===== src/rtl/tmr_pkg.sv =====
package tmr_pkg;

  // Decoder targets
  typedef enum logic [1:0] {
    TGT_OCTL  = 2'd0,
    TGT_START = 2'd1,
    TGT_CHAN  = 2'd2,
    TGT_BAD   = 2'd3
  } tgt_e;

  localparam int CH_MAX     = 3;   // largest channel count
  localparam int START_W    = 8;   // stored width of the run register
  localparam int PRE_W      = 10;  // prescaler width (largest period 1024)

  // Byte offsets in the unit's address space
  localparam int OFS_OCTL   = 0;
  localparam int OFS_START  = 4;
  localparam int WIN_BASE   = 8;   // channel 0 window start
  localparam int WIN_STRIDE = 12;  // three words per channel window
  localparam int WIN2_WORDS = 4;   // channel 2 carries an extra holding word

  // Control word bit positions
  localparam int CTL_IE_BIT   = 5;
  localparam int CTL_FLAG_BIT = 8;

  // Word indices inside a channel window
  localparam logic [1:0] W_RELOAD = 2'd0;
  localparam logic [1:0] W_COUNT  = 2'd1;
  localparam logic [1:0] W_CTRL   = 2'd2;
  localparam logic [1:0] W_HOLD   = 2'd3;

  // Low-bit mask whose all-ones state marks the last cycle of a prescale period.
  function automatic logic [PRE_W-1:0] presc_mask(input logic [2:0] sel);
    int k;
    k = (sel > 3'd4) ? 0 : int'(sel);
    return PRE_W'((1 << (2 * k + 2)) - 1);
  endfunction

  // Start of a channel's window.
  function automatic int win_start(input int ch);
    return WIN_BASE + ch * WIN_STRIDE;
  endfunction

endpackage


===== src/rtl/tmr_decode.sv =====
module tmr_decode
  import tmr_pkg::*;
#(
  parameter int AW       = 6,
  parameter bit HAS_CH2  = 1'b1,
  parameter bit HAS_OCTL = 1'b1
) (
  input  logic [AW-1:0] addr,
  output tgt_e          tgt,
  output logic [1:0]    chan,
  output logic [1:0]    word
);

  localparam int CH2_END = win_start(2) + 4 * WIN2_WORDS;

  always_comb begin
    int a;
    a    = int'(addr);
    tgt  = TGT_BAD;
    chan = 2'd0;
    word = 2'd0;
    if (addr[1:0] == 2'b00) begin
      if (a == OFS_OCTL) begin
        if (HAS_OCTL) tgt = TGT_OCTL;
      end else if (a == OFS_START) begin
        tgt = TGT_START;
      end else if (a < win_start(1)) begin
        tgt  = TGT_CHAN;
        chan = 2'd0;
        word = 2'((a - win_start(0)) >> 2);
      end else if (a < win_start(2)) begin
        tgt  = TGT_CHAN;
        chan = 2'd1;
        word = 2'((a - win_start(1)) >> 2);
      end else if (HAS_CH2 && (a < CH2_END)) begin
        tgt  = TGT_CHAN;
        chan = 2'd2;
        word = 2'((a - win_start(2)) >> 2);
      end
    end
  end

endmodule


===== src/rtl/tmr_chan.sv =====
module tmr_chan
  import tmr_pkg::*;
#(
  parameter int CW       = 32,
  parameter int DW       = 32,
  parameter bit HAS_HOLD = 1'b0
) (
  input  logic          clk,
  input  logic          rst_n,
  input  logic          run,
  input  logic          acc_sel,
  input  logic          acc_wr,
  input  logic [1:0]    acc_word,
  input  logic [DW-1:0] wdata,
  output logic [DW-1:0] rd_val,
  output logic          irq,
  output logic [CW-1:0] cnt_o,
  output logic [CW-1:0] rel_o,
  output logic          cnt_wr_o,
  output logic          ctl_wr_o,
  output logic          unf_o
);

  logic [CW-1:0]    cnt_q, rel_q;
  logic [2:0]       sel_q;
  logic             ie_q, flag_q;
  logic [PRE_W-1:0] pre_q;
  logic [DW-1:0]    hold_q;
  logic             wr_rel, wr_cnt, wr_ctl, tick, unf;
  logic [PRE_W-1:0] pmask;

  assign wr_rel = acc_sel && acc_wr && (acc_word == W_RELOAD);
  assign wr_cnt = acc_sel && acc_wr && (acc_word == W_COUNT);
  assign wr_ctl = acc_sel && acc_wr && (acc_word == W_CTRL);

  assign pmask = presc_mask(sel_q);
  assign tick  = run && ((pre_q & pmask) == pmask);
  assign unf   = tick && !wr_cnt && (cnt_q == '0);

  always_ff @(posedge clk) begin
    if (!rst_n) begin
      cnt_q  <= '1;
      rel_q  <= '1;
      sel_q  <= 3'd0;
      ie_q   <= 1'b0;
      flag_q <= 1'b0;
      pre_q  <= '0;
    end else begin
      if (run) pre_q <= pre_q + 1'b1;
      if (wr_rel) rel_q <= wdata[CW-1:0];
      if (wr_cnt)      cnt_q <= wdata[CW-1:0];
      else if (unf)    cnt_q <= rel_q;
      else if (tick)   cnt_q <= cnt_q - 1'b1;
      if (wr_ctl) begin
        sel_q <= wdata[2:0];
        ie_q  <= wdata[CTL_IE_BIT];
      end
      if (unf)                                  flag_q <= 1'b1;
      else if (wr_ctl && !wdata[CTL_FLAG_BIT])  flag_q <= 1'b0;
    end
  end

  generate
    if (HAS_HOLD) begin : g_hold
      logic wr_hold;
      assign wr_hold = acc_sel && acc_wr && (acc_word == W_HOLD);
      always_ff @(posedge clk) begin
        if (!rst_n)       hold_q <= '0;
        else if (wr_hold) hold_q <= wdata;
      end
    end else begin : g_nohold
      assign hold_q = '0;
    end
  endgenerate

  always_comb begin
    rd_val = '0;
    case (acc_word)
      W_RELOAD: rd_val = DW'(rel_q);
      W_COUNT:  rd_val = DW'(cnt_q);
      W_CTRL: begin
        rd_val[2:0]          = sel_q;
        rd_val[CTL_IE_BIT]   = ie_q;
        rd_val[CTL_FLAG_BIT] = flag_q;
      end
      default:  rd_val = hold_q;
    endcase
  end

  assign irq      = flag_q && ie_q;
  assign cnt_o    = cnt_q;
  assign rel_o    = rel_q;
  assign cnt_wr_o = wr_cnt;
  assign ctl_wr_o = wr_ctl;
  assign unf_o    = unf;

endmodule


===== src/rtl/tmr_unit.sv =====
module tmr_unit
  import tmr_pkg::*;
#(
  parameter int AW       = 6,
  parameter int DW       = 32,
  parameter int CW       = 32,
  parameter bit HAS_CH2  = 1'b1,
  parameter bit HAS_OCTL = 1'b1
) (
  input  logic          clk,
  input  logic          rst_n,
  input  logic          req,
  input  logic          we,
  input  logic [AW-1:0] addr,
  input  logic [DW-1:0] wdata,
  output logic          rvalid,
  output logic [DW-1:0] rdata,
  output logic          err,
  output logic [2:0]    irq_ch,
  output logic          irq_any,
  output logic          out_ctl
);

  localparam int NCH = HAS_CH2 ? 3 : 2;

  tgt_e                       tgt;
  logic [1:0]                 chan, word;
  logic                       start_rej, bad, wr_ok;
  logic [START_W-1:0]         start_q;
  logic                       octl_q;
  logic [CH_MAX-1:0]          run_vec, cnt_wr_vec, ctl_wr_vec, unf_vec, sel_vec;
  logic [CH_MAX-1:0][CW-1:0]  cnt_all, rel_all;
  logic [DW-1:0]              ch_rd [CH_MAX];
  logic [DW-1:0]              rd_mux;

  tmr_decode #(.AW(AW), .HAS_CH2(HAS_CH2), .HAS_OCTL(HAS_OCTL)) u_dec (
    .addr (addr),
    .tgt  (tgt),
    .chan (chan),
    .word (word)
  );

  // A run-register write naming the missing channel is rejected as a whole.
  assign start_rej = req && we && (tgt == TGT_START) && !HAS_CH2 && wdata[2];
  assign bad       = (tgt == TGT_BAD) || start_rej;
  assign wr_ok     = req && we && !bad;

  always_ff @(posedge clk) begin
    if (!rst_n) begin
      start_q <= '0;
      octl_q  <= 1'b0;
    end else begin
      if (wr_ok && (tgt == TGT_START)) start_q <= wdata[START_W-1:0];
      if (wr_ok && (tgt == TGT_OCTL))  octl_q  <= wdata[0];
    end
  end

  genvar c;
  generate
    for (c = 0; c < CH_MAX; c++) begin : g_ch
      if (c < NCH) begin : g_on
        assign run_vec[c] = start_q[c];
        assign sel_vec[c] = req && (tgt == TGT_CHAN) && (chan == 2'(c));
        tmr_chan #(.CW(CW), .DW(DW), .HAS_HOLD(c == 2)) u_chan (
          .clk      (clk),
          .rst_n    (rst_n),
          .run      (run_vec[c]),
          .acc_sel  (sel_vec[c]),
          .acc_wr   (we),
          .acc_word (word),
          .wdata    (wdata),
          .rd_val   (ch_rd[c]),
          .irq      (irq_ch[c]),
          .cnt_o    (cnt_all[c]),
          .rel_o    (rel_all[c]),
          .cnt_wr_o (cnt_wr_vec[c]),
          .ctl_wr_o (ctl_wr_vec[c]),
          .unf_o    (unf_vec[c])
        );
      end else begin : g_off
        assign run_vec[c]    = 1'b0;
        assign sel_vec[c]    = 1'b0;
        assign ch_rd[c]      = '0;
        assign irq_ch[c]     = 1'b0;
        assign cnt_all[c]    = '0;
        assign rel_all[c]    = '0;
        assign cnt_wr_vec[c] = 1'b0;
        assign ctl_wr_vec[c] = 1'b0;
        assign unf_vec[c]    = 1'b0;
      end
    end
  endgenerate

  always_comb begin
    rd_mux = '0;
    case (tgt)
      TGT_OCTL:  rd_mux[0] = octl_q;
      TGT_START: rd_mux    = DW'(start_q);
      TGT_CHAN:  rd_mux    = ch_rd[chan];
      default:   rd_mux    = '0;
    endcase
  end

  always_ff @(posedge clk) begin
    if (!rst_n) begin
      rvalid <= 1'b0;
      err    <= 1'b0;
      rdata  <= '0;
    end else begin
      rvalid <= req && !we;
      err    <= req && bad;
      rdata  <= (req && !we && !bad) ? rd_mux : '0;
    end
  end

  assign irq_any = |irq_ch;
  assign out_ctl = octl_q;

endmodule


===== config.mk =====
export PLATFORM = sky130hd
export DESIGN_NAME = tmr_unit
export DESIGN_NICKNAME = d
export VERILOG_FILES = /design/src/rtl/tmr_pkg.sv /design/src/rtl/tmr_decode.sv /design/src/rtl/tmr_chan.sv /design/src/rtl/tmr_unit.sv
export SDC_FILE = /design/constraint.sdc
export NUM_CORES = 1
export LEC_CHECK = 0
export ABC_AREA = 0
export BUFFER_PORTS_ARGS = -buffer_cell sky130_fd_sc_hd__buf_2
export CAP_MARGIN = 10
export CORE_MARGIN = 1.5
export CORE_UTILIZATION = 55
export CTS_CLUSTER_DIAMETER = 100
export DETAILED_ROUTE_END_ITERATION = 16
export GPL_TIMING_DRIVEN = 0
export PLACE_DENSITY = 0.73
export SLEW_MARGIN = 20
export SYNTH_ARGS = -nofsm -noshare
export SYNTH_HDL_FRONTEND = slang
export SYNTH_HIERARCHICAL = 1
export SYNTH_SLANG_ARGS = --single-unit
export TNS_END_PERCENT = 100

===== constraint.sdc =====
create_clock -name clk -period 5.6 [get_ports clk]
set_clock_uncertainty 0.05 [all_clocks]
set_input_delay 0.28 -clock clk [delete_from_list [all_inputs] [get_ports clk]]
set_output_delay 0.28 -clock clk [all_outputs]
set_load 0.005 [all_outputs]

==> run metrics, run 1 <==
register area share after synthesis 35.2%; Row Count 65; area grow syn2layout 12.0%; CTS-repair resized insts 0; Leakage 7.34 nW; Internal 0.00378 W; Crit-path slowest cell buf_1; Seq cells post-synth 312; initial antenna violation count 2; Worst slew margin 34.3%; required time worst endpoint 5960 ps; unrepaired setup endpoints after global routing false; NetSw 0.00123 W; CP Capture Type register; fin. max-slew vios 0; Switching Fraction 24.5%; Post-synth top flop dfxtp_1; yosys warns 6; HPWL after DPL 47.0 mm; die width 183 µm; Worst-path clk slew 60 ps; detailed-route wire length 65.4 mm; Final min period 4830 ps; status finished, final reports clean; DP Worst Slack 540 ps; number of flops mapped to enable cells by yosys 0; TritonCTS clock tree yes; Combinational Power Share 6.5%; Worst Setup Start Kind input port; post-CTS setup repair buffer count 0; drt drc 0; post-synthesis cell count 2269; Initial Util 56.0%; Buffers on Ports 80; clock buffer depth 3; DRT antenna net count 0; drt pass-1 iters 7; Worst VDD drop 0.000249 V; Period Utilization, post-route 86.2%; Iter 0 DRT Violations 2496; Num CTS Buffers 37; wire per inst 23.2 µm; first-pass GRT wire length 97.7 mm; via count 18025; gpl congestion 1.03; CTS hold repair buffers 0; Max Clock Freq 0.207 GHz; pin count of the biggest net entering global routing 14; Worst-Margin Slew 977 ps; synthesized area 17700 µm²; crit path cell chain buf_2 -> inv_1 -> ha_1 -> nand2b_2 -> or3_1 -> a31oi_1 -> clkbuf_1 -> clkbuf_1 -> buf_1 -> mux2i_1 -> o21ai_0 -> mux2i_1 -> or2_2 -> a21oi_1; WP data arrival 5180 ps; Min-Delay Path Class in -> reg; vias in the first global route 16639; clock power share 48.8%; pwr dens 252 nW/µm²; Root Driver clkbuf_16; Crit Path Class in -> reg; gr ovfl total 0; Seq pwr share 44.7%; htree depth 2; later-pin clock latency in the skew report 530 ps; vias per cell 6.40; Max Cap Violations 0; die area 33300 µm²; endpoints failing setup 0; Core ar. 31600 µm²; CP peak stage delay 680 ps; Synth cell types 81; Global Route Usage Sum 38.4%; syn nets 2331; Die H 183 µm; # diodes 0; nets@finish 2450; final setup TNS 0 ps; Fin. Hold Viols 0; FFs w/ async S/R, synth 0%; Top-Level Pins 81; Post-Syn Area per Cell 7.81 µm²; clk sinks 312; fin worst setup slack 772 ps; layout cell share with drive strength beyond 1 10.2%; CP Max Fanout 10
[routing by layer]
layer / wire [µm] / share of wire, % / up-vias / track usage (%)
met2: 28500 / 44 / 1087 / 59.9
met1: 25900 / 40 / 8480 / 49.2
met3: 6860 / 10 / 232 / 7.94
li1: - / - / 8224 / -
met5: 11 / 0.017 / - / 0
met4: 4150 / 6.3 / 2 / 22.0
[worst max-delay path: cells and delay by family]
family / cells / cell delay [ps]
muxes: 2 / 490
and+or+nand+nor: 3 / 850
AOI/OAI and AO/OA: 3 / 1250
buffers and inverters: 5 / 2090
adders and majority gates: 1 / 220
[power groups by stage]
| stage | clock [W] | combinational, W | sequential (W) |
|---|---|---|---|
| floorplan | 0 | 0.000156 | 0.00229 |
| global placement | 0 | 0.000305 | 0.00229 |
| detailed placement | 0 | 0.000309 | 0.00229 |
| CTS | 0.00245 | 0.000310 | 0.00224 |
| global route | 0.00255 | 0.000333 | 0.00224 |
| finish | 0.00244 | 0.000324 | 0.00224 |
[cell families after synthesis]
kind of cell	Yosys count	synth area share [%]
AOI/OAI and AO/OA	400	15.6
xor gates and xnor gates	79	3.90
adders and majority gates	20	1.41
buffers and inverters	197	4.97
DFF	312	35.2
muxes	143	8.44
other	2	0.0424
and+or+nand+nor	1116	30.4
[placed cells by master, fill, tap and decap left out, types with 10 or more instances in the layout]
cell       synthesis  layout
nand2_1          497     497
dfxtp_1          312     312
nor2_1           164     164
nand3_1          149     149
mux2i_1          136     136
clkbuf_1         126     133
buf_2             18      98
a21oi_1           90      90
o21ai_0           70      70
nand4_1           55      55
a21boi_0          53      53
xnor2_1           47      47
nor3_1            45      44
clkbuf_16          0      39
xor2_1            32      32
or3_1             30      30
o211ai_1          28      28
inv_1             26      26
and2_1            25      25
nor4_1            24      24
or2_2             22      22
ha_1              20      20
a211o_1           19      19
nor3b_1           18      18
o211ai_2          18      18
or4_1             15      15
a31oi_1           14      14
nor2b_1           14      14
buf_1             12      12
o2111ai_1         12      12
buf_6             11      11
o2bb2ai_1         10      10
[Yosys cell counts, types with 14 or more instances]
cell / n / area, µm²
nor3_1: 45 / 225
nand3_1: 149 / 746
or3_1: 30 / 188
ha_1: 20 / 250
nand4_1: 55 / 344
nor4_1: 24 / 150
o211ai_1: 28 / 210
a31oi_1: 14 / 87.6
dfxtp_1: 312 / 6250
xor2_1: 32 / 280
or4_1: 15 / 113
inv_1: 26 / 97.6
nor3b_1: 18 / 135
and2_1: 25 / 156
nor2_1: 164 / 616
a21oi_1: 90 / 450
a211o_1: 19 / 166
or2_2: 22 / 138
nand2_1: 497 / 1870
xnor2_1: 47 / 412
mux2i_1: 136 / 1360
o21ai_0: 70 / 350
o211ai_2: 18 / 225
nor2b_1: 14 / 87.6
clkbuf_1: 126 / 473
a21boi_0: 53 / 398
buf_2: 18 / 90.1
[stage by stage]
step | cells | utilization, % | total power (W) | instance area, µm² | hold WS, ps
3_5_place_dp | 2751 | 58.9 | 0.00260 | 18600 | 402
6_report | 2815 | 62.8 | 0.00501 | 19900 | 20.0
3_3_place_gp | 2751 | 58.9 | 0.00259 | 18600 | 393
4_1_cts | 2815 | 62.8 | 0.00500 | 19900 | 8.54
5_1_grt | 2815 | 62.8 | 0.00513 | 19900 | 28.9
2_1_floorplan | 2269 | - | 0.00244 | 17700 | 302
[sequential cells by signal (all words and copies together) (netlist names), 3 cells and up]
signal,count
g_ch.g_on.u_chan/flag_q,3
g_ch.g_on.u_chan/rel_o,96
start_q,8
rdata,32
g_ch.g_on.u_chan/cnt_o,96
g_ch.g_on.u_chan/ie_q,3
g_ch.g_on.u_chan/sel_q,9
g_ch.g_on.u_chan/pre_q,30
g_ch.g_on.u_chan/hold_q,32
[area by class of cell]
type	instances	area (µm²)
buffer	170	779
tap	402	503
inverter	27	101
fill	2828	11800
clock inverter	11	124
sequential	312	6250
timing repair buffer	80	400
clock buffer	53	1100
multi-input combinational	1760	10600
[worst paths after layout]
| path | start | endpoint | slack, ps | cells after the start |
|---|---|---|---|---|
| min | req | rvalid | 20 | 3 |
| max reg2reg | g_ch[2].g_on.u_chan/sel_q[1] | g_ch[2].g_on.u_chan/cnt_o[4] | 1900 | 12 |
| min reg2reg | start_q[3] | start_q[3] | 410 | 2 |
| max | addr[2] | rdata[20] | 770 | 14 |
No activity file was read; power rests on OpenSTA's default activity.
==> run 2: changes to the inputs <==
- CORE_MARGIN: 1.5 -> 2
==> run 2 against run 1 <==
Effect of this change:
- final area is 0.16% lower
- total power is 0.91% lower
- clock power is 2% lower
- critical path depth stayed put
- worst setup slack better by 68 ps
- maximum frequency is 1.4% higher
- utilization is 0.10 points lower
- non-clock buffer count stayed put
- sequential power hardly changed
- sequential share of layout area is 0.052 points higher
- first-iteration DRC count is 17% lower
- largest cell class unchanged
- largest power group unchanged
- highest routed layer unchanged
==> run metrics, run 2 (same netlist as run 1, synthesis figures left out) <==
Buffers on Ports 80; vias per cell 6.42; Core ar. 31600 µm²; CP Capture Type register; initial antenna violation count 2; crit path cell chain buf_2 -> inv_1 -> ha_1 -> nand2b_2 -> or3_1 -> a31oi_1 -> clkbuf_1 -> clkbuf_1 -> buf_1 -> mux2i_1 -> o21ai_0 -> mux2i_1 -> or2_2 -> a21oi_1; Max Cap Violations 0; htree depth 2; Worst Setup Start Kind input port; clock buffer depth 3; Num CTS Buffers 36; gr ovfl total 0; nets@finish 2449; Global Route Usage Sum 37.6%; CP Max Fanout 10; fin. max-slew vios 0; unrepaired setup endpoints after global routing false; first-pass GRT wire length 97.1 mm; R2R depth 12; die area 33700 µm²; WP data arrival 5160 ps; layout cell share with drive strength beyond 1 10.3%; pwr dens 250 nW/µm²; detailed-route wire length 64.6 mm; Max Clock Freq 0.210 GHz; post-CTS setup repair buffer count 0; Crit-path slowest cell clkbuf_1; Worst slew margin 35.3%; later-pin clock latency in the skew report 550 ps; CP peak stage delay 670 ps; die width 184 µm; final setup TNS 0 ps; required time worst endpoint 6000 ps; total power 0.00496 W; Leakage 7.33 nW; area grow syn2layout 11.8%; Period Utilization, post-route 85.0%; Worst-Margin Slew 964 ps; WP buf/inv 5; most frequent cells in the layout 497 x nand2_1, 312 x dfxtp_1, 164 x nor2_1, 149 x nand3_1, 136 x mux2i_1; gpl congestion 1.01; Final min period 4760 ps; Worst VDD drop 0.000250 V; TritonCTS clock tree yes; Hold Path Sink rvalid; Fin. Hold Viols 0; drt drc 0; FF-to-FF End g_ch[2].g_on.u_chan/cnt_o[4]; Iter 0 DRT Violations 2072; via count 18079; pin count of the biggest net entering global routing 14; clk sinks 312; Crit Path Class in -> reg; status finished, final reports clean; most common cell after layout, fill and taps aside nand2_1; Root Driver clkbuf_16; fin util 62.6%; hold path start req; Row Count 65; CTS hold repair buffers 0; HPWL after DPL 46.2 mm; worst hold stages 3; wire per inst 22.9 µm; Min-Delay Path Class in -> reg; drt pass-1 iters 6; endpoints failing setup 0; Reg2Reg Setup Slack 1850 ps; Top-Level Pins 81; kind of cell adding the most delay to the critical path buffers and inverters; Worst-path clk slew 60 ps; Die H 184 µm; CTS-repair resized insts 0; RR Startpoint g_ch[2].g_on.u_chan/sel_q[1]; Initial Util 56.0%; vias in the first global route 16722; DRT antenna net count 0
-- run 2: cell types whose count changed in the layout (fill, tap and decap cells not counted), sizes merged --
cell,delta
clkinvlp,-1
clkbuf,-7
clkinv,+6
bufinv,+1
diode,+1
-- run 2: metal layers --
| metal | global-route usage, % | routed length (µm) | vias up |
|---|---|---|---|
| li1 | - | - | 8232 |
| met1 | 47.7 | 24800 | 8444 |
| met2 | 59.0 | 28000 | 1154 |
| met3 | 9.41 | 8000 | 245 |
| met4 | 19.7 | 3790 | 4 |
| met5 | 0 | 18 | - |
-- run 2: worst max path at each step --
stage	start	endpoint	slack, ps	cells past startpoint
detailed placement	addr[2]	rdata[22]	620	14
finish	addr[2]	rdata[27]	840	14
global placement	addr[2]	rdata[20]	650	14
global route	addr[2]	rdata[20]	700	14
CTS	addr[2]	rdata[20]	1180	14
floorplan	addr[2]	rdata[6]	2250	13
-- run 2: power breakdown --
part	internal, W	leakage (nW)	switching (W)
sequential	0.00223	2.52	0.0000104
clock	0.00142	0.592	0.000984
combinational	0.0000933	4.22	0.000230
-- run 2: worst register-to-register path, stage by stage (launching register included) --
cell and delay [ps]:
dfxtp_1 450, nor2_1 120, and2_1 170, ha_1 310
o21bai_1 170, ha_1 290, o211ai_1 90, a31oi_1 220
o311a_1 310, clkbuf_1 450, clkbuf_1 590, o311ai_0 300
a21oi_1 180
-- run 2: per-stage QoR --
stage	worst slack, ps	hold WS (ps)	instance area (µm²)	cells
after detailed placement	624	399	18600	2751
after global routing	695	28.9	19800	2814
after global placement	650	398	18600	2751
final	840	13.1	19800	2815
after CTS	1180	1.18	19800	2814
after floorplan	2250	302	17700	2269
-- run 2: cell type report --
type                            instances  area [µm²]
Fill cell                            2781       11800
Multi-Input combinational cell       1760       10600
Sequential cell                       312        6250
Clock buffer                           46        1010
Buffer                                170         779
Tap cell                              402         503
Timing Repair Buffer                   80         400
Clock inverter                         17         178
Inverter                               27         101
Antenna cell                            1        2.50
